File: src/rtl/cw_pkg.sv
package cw_pkg;
  typedef enum logic [2:0] {
    WK_IDLE,
    WK_CHECK,
    WK_HWAIT,
    WK_HDR,
    WK_PWAIT,
    WK_PAY,
    WK_OUT
  } walk_state_t;
endpackage

File: src/rtl/cw_loop_guard.sv
module cw_loop_guard #(
  parameter int unsigned ADDR_W = 24
) (
  input  logic              clk,
  input  logic              rst,
  input  logic              clear,
  input  logic              commit,
  input  logic [ADDR_W-1:0] probe,
  output logic              hit
);
  localparam logic [ADDR_W-1:0] FILL = '1;

  logic [ADDR_W-1:0] last_q, low_q, high_q;

  assign hit = (probe == low_q) || (probe == high_q);

  always_ff @(posedge clk) begin
    if (rst || clear) begin
      last_q <= FILL;
      low_q  <= FILL;
      high_q <= FILL;
    end else if (commit) begin
      if (probe < last_q) low_q <= probe;
      else                high_q <= probe;
      last_q <= probe;
    end
  end

  AST_COMMIT_FRESH: assert property (@(posedge clk) disable iff (rst)
    commit |-> !hit);
  AST_COMMIT_RECORDED: assert property (@(posedge clk) disable iff (rst)
    (commit && !clear) |=> (low_q == $past(probe) || high_q == $past(probe)));
endmodule

File: src/rtl/cw_node_count.sv
module cw_node_count #(
  parameter int unsigned NODE_LIMIT = 2000000
) (
  input  logic clk,
  input  logic rst,
  input  logic clear,
  input  logic inc,
  output logic over
);
  localparam int unsigned CW = $clog2(NODE_LIMIT + 2) + 1;
  localparam logic [CW-1:0] LIM = CW'(NODE_LIMIT);

  logic [CW-1:0] cnt_q;

  assign over = cnt_q > LIM;

  always_ff @(posedge clk) begin
    if (rst || clear) cnt_q <= '0;
    else if (inc)     cnt_q <= cnt_q + 1'b1;
  end

  AST_NO_FETCH_PAST_LIMIT: assert property (@(posedge clk) disable iff (rst)
    inc |-> !over);
  AST_COUNT_BOUND: assert property (@(posedge clk) disable iff (rst)
    cnt_q <= LIM + 1'b1);
endmodule

File: src/rtl/cw_stream_reg.sv
module cw_stream_reg #(
  parameter int unsigned DATA_W = 32
) (
  input  logic              clk,
  input  logic              rst,
  input  logic              load,
  input  logic [DATA_W-1:0] load_data,
  input  logic              out_ready,
  output logic              out_valid,
  output logic [DATA_W-1:0] out_data,
  output logic              taken
);
  assign taken = out_valid && out_ready;

  always_ff @(posedge clk) begin
    if (rst) begin
      out_valid <= 1'b0;
      out_data  <= '0;
    end else if (load) begin
      out_valid <= 1'b1;
      out_data  <= load_data;
    end else if (taken) begin
      out_valid <= 1'b0;
    end
  end

  AST_HOLD_STABLE: assert property (@(posedge clk) disable iff (rst)
    (out_valid && !out_ready) |=> (out_valid && $stable(out_data)));
  AST_NO_OVERWRITE: assert property (@(posedge clk) disable iff (rst)
    load |-> !out_valid);
endmodule

File: src/rtl/chain_walker.sv
module chain_walker #(
  parameter int unsigned ADDR_W     = 24,
  parameter int unsigned CNT_W      = 8,
  parameter int unsigned SIZE_W     = 32,
  parameter int unsigned NODE_LIMIT = 2000000,
  parameter logic [ADDR_W-1:0] WIN_MASK = 24'h1FFFFC
) (
  input  logic                    clk,
  input  logic                    rst,
  input  logic                    start,
  input  logic [ADDR_W-1:0]       start_addr,
  output logic                    mem_rd_en,
  output logic [ADDR_W-1:0]       mem_rd_addr,
  input  logic [ADDR_W+CNT_W-1:0] mem_rd_data,
  output logic                    out_valid,
  input  logic                    out_ready,
  output logic [ADDR_W+CNT_W-1:0] out_data,
  output logic                    done,
  output logic [SIZE_W-1:0]       done_size,
  output logic [ADDR_W-1:0]       done_next
);
  import cw_pkg::*;

  localparam int unsigned DATA_W = ADDR_W + CNT_W;
  localparam int unsigned END_BIT = ADDR_W - 1;
  localparam logic [ADDR_W-1:0] STEP = ADDR_W'(4);

  walk_state_t st_q;
  logic [ADDR_W-1:0] cur_q, node_q, pay_q, nxt_q;
  logic [CNT_W-1:0]  remain_q;
  logic [SIZE_W-1:0] size_q;

  logic [ADDR_W-1:0] probe, pay_first, pay_step, hdr_nxt;
  logic [CNT_W-1:0]  hdr_cnt;
  logic [SIZE_W-1:0] size_hdr;
  logic hit, over, taken, check_go, guard_clear, load;

  always_comb begin
    probe       = cur_q & WIN_MASK;
    hdr_cnt     = mem_rd_data[DATA_W-1 -: CNT_W];
    hdr_nxt     = mem_rd_data[ADDR_W-1:0];
    size_hdr    = size_q + SIZE_W'(hdr_cnt) + SIZE_W'(1);
    pay_first   = (node_q + STEP) & WIN_MASK;
    pay_step    = (pay_q + STEP) & WIN_MASK;
    check_go    = (st_q == WK_CHECK) && !over && !hit;
    guard_clear = (st_q == WK_IDLE) && start;
    load        = (st_q == WK_PAY);
  end

  cw_loop_guard #(.ADDR_W(ADDR_W)) guard_i (
    .clk(clk), .rst(rst), .clear(guard_clear), .commit(check_go),
    .probe(probe), .hit(hit)
  );

  cw_node_count #(.NODE_LIMIT(NODE_LIMIT)) count_i (
    .clk(clk), .rst(rst), .clear(guard_clear), .inc(check_go), .over(over)
  );

  cw_stream_reg #(.DATA_W(DATA_W)) stream_i (
    .clk(clk), .rst(rst), .load(load), .load_data(mem_rd_data),
    .out_ready(out_ready), .out_valid(out_valid), .out_data(out_data),
    .taken(taken)
  );

  always_ff @(posedge clk) begin
    if (rst) begin
      st_q        <= WK_IDLE;
      cur_q       <= '0;
      node_q      <= '0;
      pay_q       <= '0;
      nxt_q       <= '0;
      remain_q    <= '0;
      size_q      <= '0;
      mem_rd_en   <= 1'b0;
      mem_rd_addr <= '0;
      done        <= 1'b0;
      done_size   <= '0;
      done_next   <= '0;
    end else begin
      mem_rd_en <= 1'b0;
      done      <= 1'b0;
      case (st_q)
        WK_IDLE: begin
          if (start) begin
            cur_q  <= start_addr;
            nxt_q  <= start_addr;
            size_q <= SIZE_W'(1);
            st_q   <= WK_CHECK;
          end
        end
        WK_CHECK: begin
          if (over || hit) begin
            done      <= 1'b1;
            done_size <= size_q;
            done_next <= nxt_q;
            st_q      <= WK_IDLE;
          end else begin
            node_q      <= probe;
            mem_rd_en   <= 1'b1;
            mem_rd_addr <= probe;
            st_q        <= WK_HWAIT;
          end
        end
        WK_HWAIT: st_q <= WK_HDR;
        WK_HDR: begin
          size_q   <= size_hdr;
          nxt_q    <= hdr_nxt;
          cur_q    <= hdr_nxt;
          remain_q <= hdr_cnt;
          if (hdr_cnt == '0) begin
            if (hdr_nxt[END_BIT]) begin
              done      <= 1'b1;
              done_size <= size_hdr;
              done_next <= hdr_nxt;
              st_q      <= WK_IDLE;
            end else begin
              st_q <= WK_CHECK;
            end
          end else begin
            mem_rd_en   <= 1'b1;
            mem_rd_addr <= pay_first;
            pay_q       <= pay_first;
            st_q        <= WK_PWAIT;
          end
        end
        WK_PWAIT: st_q <= WK_PAY;
        WK_PAY:   st_q <= WK_OUT;
        WK_OUT: begin
          if (taken) begin
            if (remain_q == CNT_W'(1)) begin
              if (nxt_q[END_BIT]) begin
                done      <= 1'b1;
                done_size <= size_q;
                done_next <= nxt_q;
                st_q      <= WK_IDLE;
              end else begin
                st_q <= WK_CHECK;
              end
            end else begin
              remain_q    <= remain_q - 1'b1;
              mem_rd_en   <= 1'b1;
              mem_rd_addr <= pay_step;
              pay_q       <= pay_step;
              st_q        <= WK_PWAIT;
            end
          end
        end
        default: st_q <= WK_IDLE;
      endcase
    end
  end

  AST_READ_IN_WINDOW: assert property (@(posedge clk) disable iff (rst)
    mem_rd_en |-> ((mem_rd_addr & ~WIN_MASK) == '0));
  AST_DONE_SINGLE: assert property (@(posedge clk) disable iff (rst)
    done |=> !done);
  AST_RESULT_HELD: assert property (@(posedge clk) disable iff (rst)
    !done |-> ($stable(done_size) && $stable(done_next)));
  AST_SIZE_NONZERO: assert property (@(posedge clk) disable iff (rst)
    done |-> (done_size != '0));
endmodule

File: config.mk
export PLATFORM = sky130hd
export DESIGN_NAME = chain_walker
export DESIGN_NICKNAME = d
export VERILOG_FILES = /design/src/rtl/cw_pkg.sv /design/src/rtl/cw_loop_guard.sv /design/src/rtl/cw_node_count.sv /design/src/rtl/cw_stream_reg.sv /design/src/rtl/chain_walker.sv
export SDC_FILE = /design/constraint.sdc
export NUM_CORES = 1
export LEC_CHECK = 0
export BUFFER_PORTS_ARGS = -buffer_cell sky130_fd_sc_hd__buf_2
export CORE_ASPECT_RATIO = 1.25
export CORE_MARGIN = 5
export CORE_UTILIZATION = 25
export DETAILED_ROUTE_END_ITERATION = 12
export SLEW_MARGIN = 20
export SYNTH_ARGS = -nofsm -noshare
export SYNTH_HDL_FRONTEND = slang
export SYNTH_SLANG_ARGS = --single-unit
File: constraint.sdc
create_clock -name clk -period 3.2 [get_ports clk]
set_input_delay 0.16 -clock clk [delete_from_list [all_inputs] [get_ports clk]]
set_output_delay 0.16 -clock clk [all_outputs]
set_load 0.02 [all_outputs]
==> impl_metrics.ini <==
[setup_path]
cp.required_ns = 3.70
cp-startpoint = count_i.cnt_q[0]$_SDFFE_PP0P_
cp_slowest_stage_delay_ns = 0.40
crit_family = simple AND/OR/NAND/NOR gates
endpoint_kind = flip-flop
reg2regPathDepth = 10
cpMaxStageDelayCell = nor4_4
arrival_ns = 3.53
crit_fanout = 39
path_cells = inv_1 > ha_1 > or3b_1 > o41ai_1 > a211oi_1 > nor4_4 > and3_2 > buf_4 > nand2_1 > o211ai_1
path_buf_inv = 2
rrSetupSlack_ns = 0.17
startpoint_type = flip-flop
r2r_end = guard_i.high_q[4]$_SDFFE_PP1P_
r2r-start = count_i.cnt_q[0]$_SDFFE_PP0P_
criticalPathCategory = flip-flop to flip-flop

[timing]
rsz0062_at_grt = no
finalHoldViolCount = 0
tightest_slew_ns = 1.077
slew-limit-headroom = 0.2796
setup-violations-final = 0
fin_setup_tns_ns = 0
fmax_mhz = 330.4
clock_skew_ns = 0.02158
post-route-min-period_ns = 3.027
finalCritPeriodShare = 0.9459
slew_viol_final = 0
holdWs_ns = 0.07291

[synth]
synth_compound_gate_area_share = 0.2190
yosysMostFrequentCell = nand2_1
avgSynthCellArea_sq_um = 8.014
netlist_instances = 1813
synth_area_leaders = dfxtp_1 (41%), nand2_1 (7.9%), nor2_1 (5.0%)
ys_seq_area_frac = 0.4092
synthTopCellsByCount = nand2_1 (307), dfxtp_1 (297), nor2_1 (192)
async_flop_share = 0
synth_flop_cell = dfxtp_1
synth_top_area_cell = dfxtp_1
yosysUniqueCellTypes = 69
synthAdderAreaFrac = 0.02979
synthesis.area_sq_um = 14530
synth_top_family_by_area = simple AND/OR/NAND/NOR gates
synth_edf_count = 0
synth.area.mux_share = 0.008525
synth_xor_area_frac = 0.05606
ys_warn_count = 0
synth-simple-area-share = 0.2203
synth_top_area_share = 0.4092
ys_ff_latch = 297

[floorplanning]
initial_core_util = 0.2532
rows = 98
core_area_sq_um = 57390
die_width_um = 225.6
die_area_sq_um = 63070
io-pin-count = 175
die_h_um = 279.5

[clock_network]
htreeDepth = 1
cts_tree = done
clockBufferDepth = 3
cts.sinks = 297
root_buffer = clkbuf_16
clk_pin_slew_ns = 0.06
cts_resized = 0
numCtsBuffers = 30
cts_setup_buffers = 0
clk_latency_ns = 0.58

[place]
globalplace.congestion = 0.9226
dpl.cell_count = 2631
hpwl_um = 35590
portBuffers = 169

[detailed_routing]
dr.first_iter.drc_count = 1087
route.detailed.drc = 0
via_count = 14070
ant_nets = 0
wirelength_um = 49880
drtPass1Iterations = 6
avgViaCountPerCell = 5.113
wl_per_cell_um = 18.13

[pwr]
ir_drop_uv = 452.2
power_density_nw_per_um2 = 535.1
p_leak_nw = 6.668

[cells_and_area]
fin_cells = 2751
seq_area_sq_um = 5946
fillers = 6100
syn_to_final_growth_pct = 21.76
drive_gt1_frac = 0.1552
multiInputGateArea_sq_um = 7802
num-nets-final = 2070

[global_route]
grt.overflow.total = 0
grt_max_degree = 174
grt_pass1_vias = 13250
grt_antenna_before_repair = 3
grt_pass1_wl_um = 76190
globalRouteTotalUtil = 0.1488

[hold_path]
hold_start = mem_rd_data[28]
whs_endpoint = stream_i.out_data[28]$_SDFFE_PP0P_
hold_path.class = primary input to flip-flop
holdPathStages = 4

[outcome]
outcome = finished, final reports clean

[job]
maxCapViolCount = 0
-- per-layer routing --
layer | vias up | wire length (um) | share of wire | GRT usage
met1 | 6685 | 19240 | 0.39 | 0.1718
met5 | - | 0 | 0 | 0
met2 | 473 | 25180 | 0.50 | 0.2683
met3 | 138 | 2744 | 0.055 | 0.02033
li1 | 6769 | - | - | -
met4 | 0 | 2710 | 0.054 | 0.07327
-- stage by stage --
step	cell area [sq um]	power [mW]	util	setup WS [ns]
finish	17690	9.468	0.3083	0.1730
CTS	17670	9.561	0.3080	0.2232
detailed placement	16130	6.069	0.2810	0.2464
floorplan	14550	5.395	-	0.5761
global route	17690	9.893	0.3083	0.05085
global placement	16130	6.029	0.2810	0.4559
-- layout make-up --
cell class,count,share of cell area
Antenna cell,3,0.0004243
Clock inverter,12,0.005092
Inverter,38,0.008062
Clock buffer,42,0.04731
Multi-Input combinational cell,1326,0.4410
Tap cell,750,0.05304
Sequential cell,297,0.3361
Timing Repair Buffer,283,0.1090
-- layout by cell type (no fill, tap or decap), drive strengths merged, types with 5 or more instances in the layout --
cell         netlist  layout
a211oi            48      48
a21bo             19      19
a21oi            117     117
a221oi             9       9
a22oi              6       6
a311oi            60      60
a31oi             34      34
a41o               7       7
and2               7       7
and3              14      14
buf               52     220
clkbuf           104      42
clkinv             0       9
conb               1       5
dfxtp            297     297
dlygate4sd3        0      63
ha                33      33
inv               38      38
mux2i              9       9
nand2            308     308
nand2b             9       9
nand3             51      51
nand3b             8       8
nand4             35      35
nor2             193     193
nor2b              5       5
nor3              28      28
nor4              13      13
o211ai            47      47
o21ai             69      69
o22ai              7       7
o31ai              6       6
o41ai              8       8
or2               10      10
or3               19      19
or4                7       7
xnor2             50      50
xor2              43      43
-- registers in the layout, summed over array words and instances (netlist names), 20 cells and up --
register           cells
count_i.cnt_q         22
size_q                32
done_next             24
nxt_q                 24
done_size             32
stream_i.out_data     32
guard_i.low_q         20
guard_i.high_q        20
guard_i.last_q        20
-- power breakdown --
group | switching [mW] | internal [mW]
registers | 0.243 | 3.97
logic | 1.17 | 0.675
clock network | 1.52 | 1.89
-- what timing repair did --
item	CTS	global route
hold buffers	62	1
setup endpoints to repair	0	0
hold endpoints to repair	84	1
-- worst max path at each step --
stage,to,slack (ns),depth (start not counted)
after floorplan,done_size[16]$_SDFFE_PP0P_,0.58,10
after global placement,guard_i.high_q[3]$_SDFFE_PP1P_,0.46,10
after detailed placement,guard_i.high_q[4]$_SDFFE_PP1P_,0.25,10
after CTS,guard_i.high_q[4]$_SDFFE_PP1P_,0.22,10
after global routing,guard_i.high_q[4]$_SDFFE_PP1P_,0.05,10
final,guard_i.high_q[4]$_SDFFE_PP1P_,0.17,10
-- kinds of logic after synthesis --
| logic type | count (synthesis) |
|---|---|
| flops | 297 |
| buf+inv | 194 |
| mux | 12 |
| simple gates | 715 |
| other cells | 1 |
| compound gates | 467 |
| xor+xnor | 93 |
| fa+ha+maj | 34 |
-- tightest hold or removal path: stages --
cell and delay [ns]:
buf_2 0.15, buf_4 0.18, nand2_1 0.06, a21oi_1 0.05
Note: power is estimated with default switching activity, not from simulation.
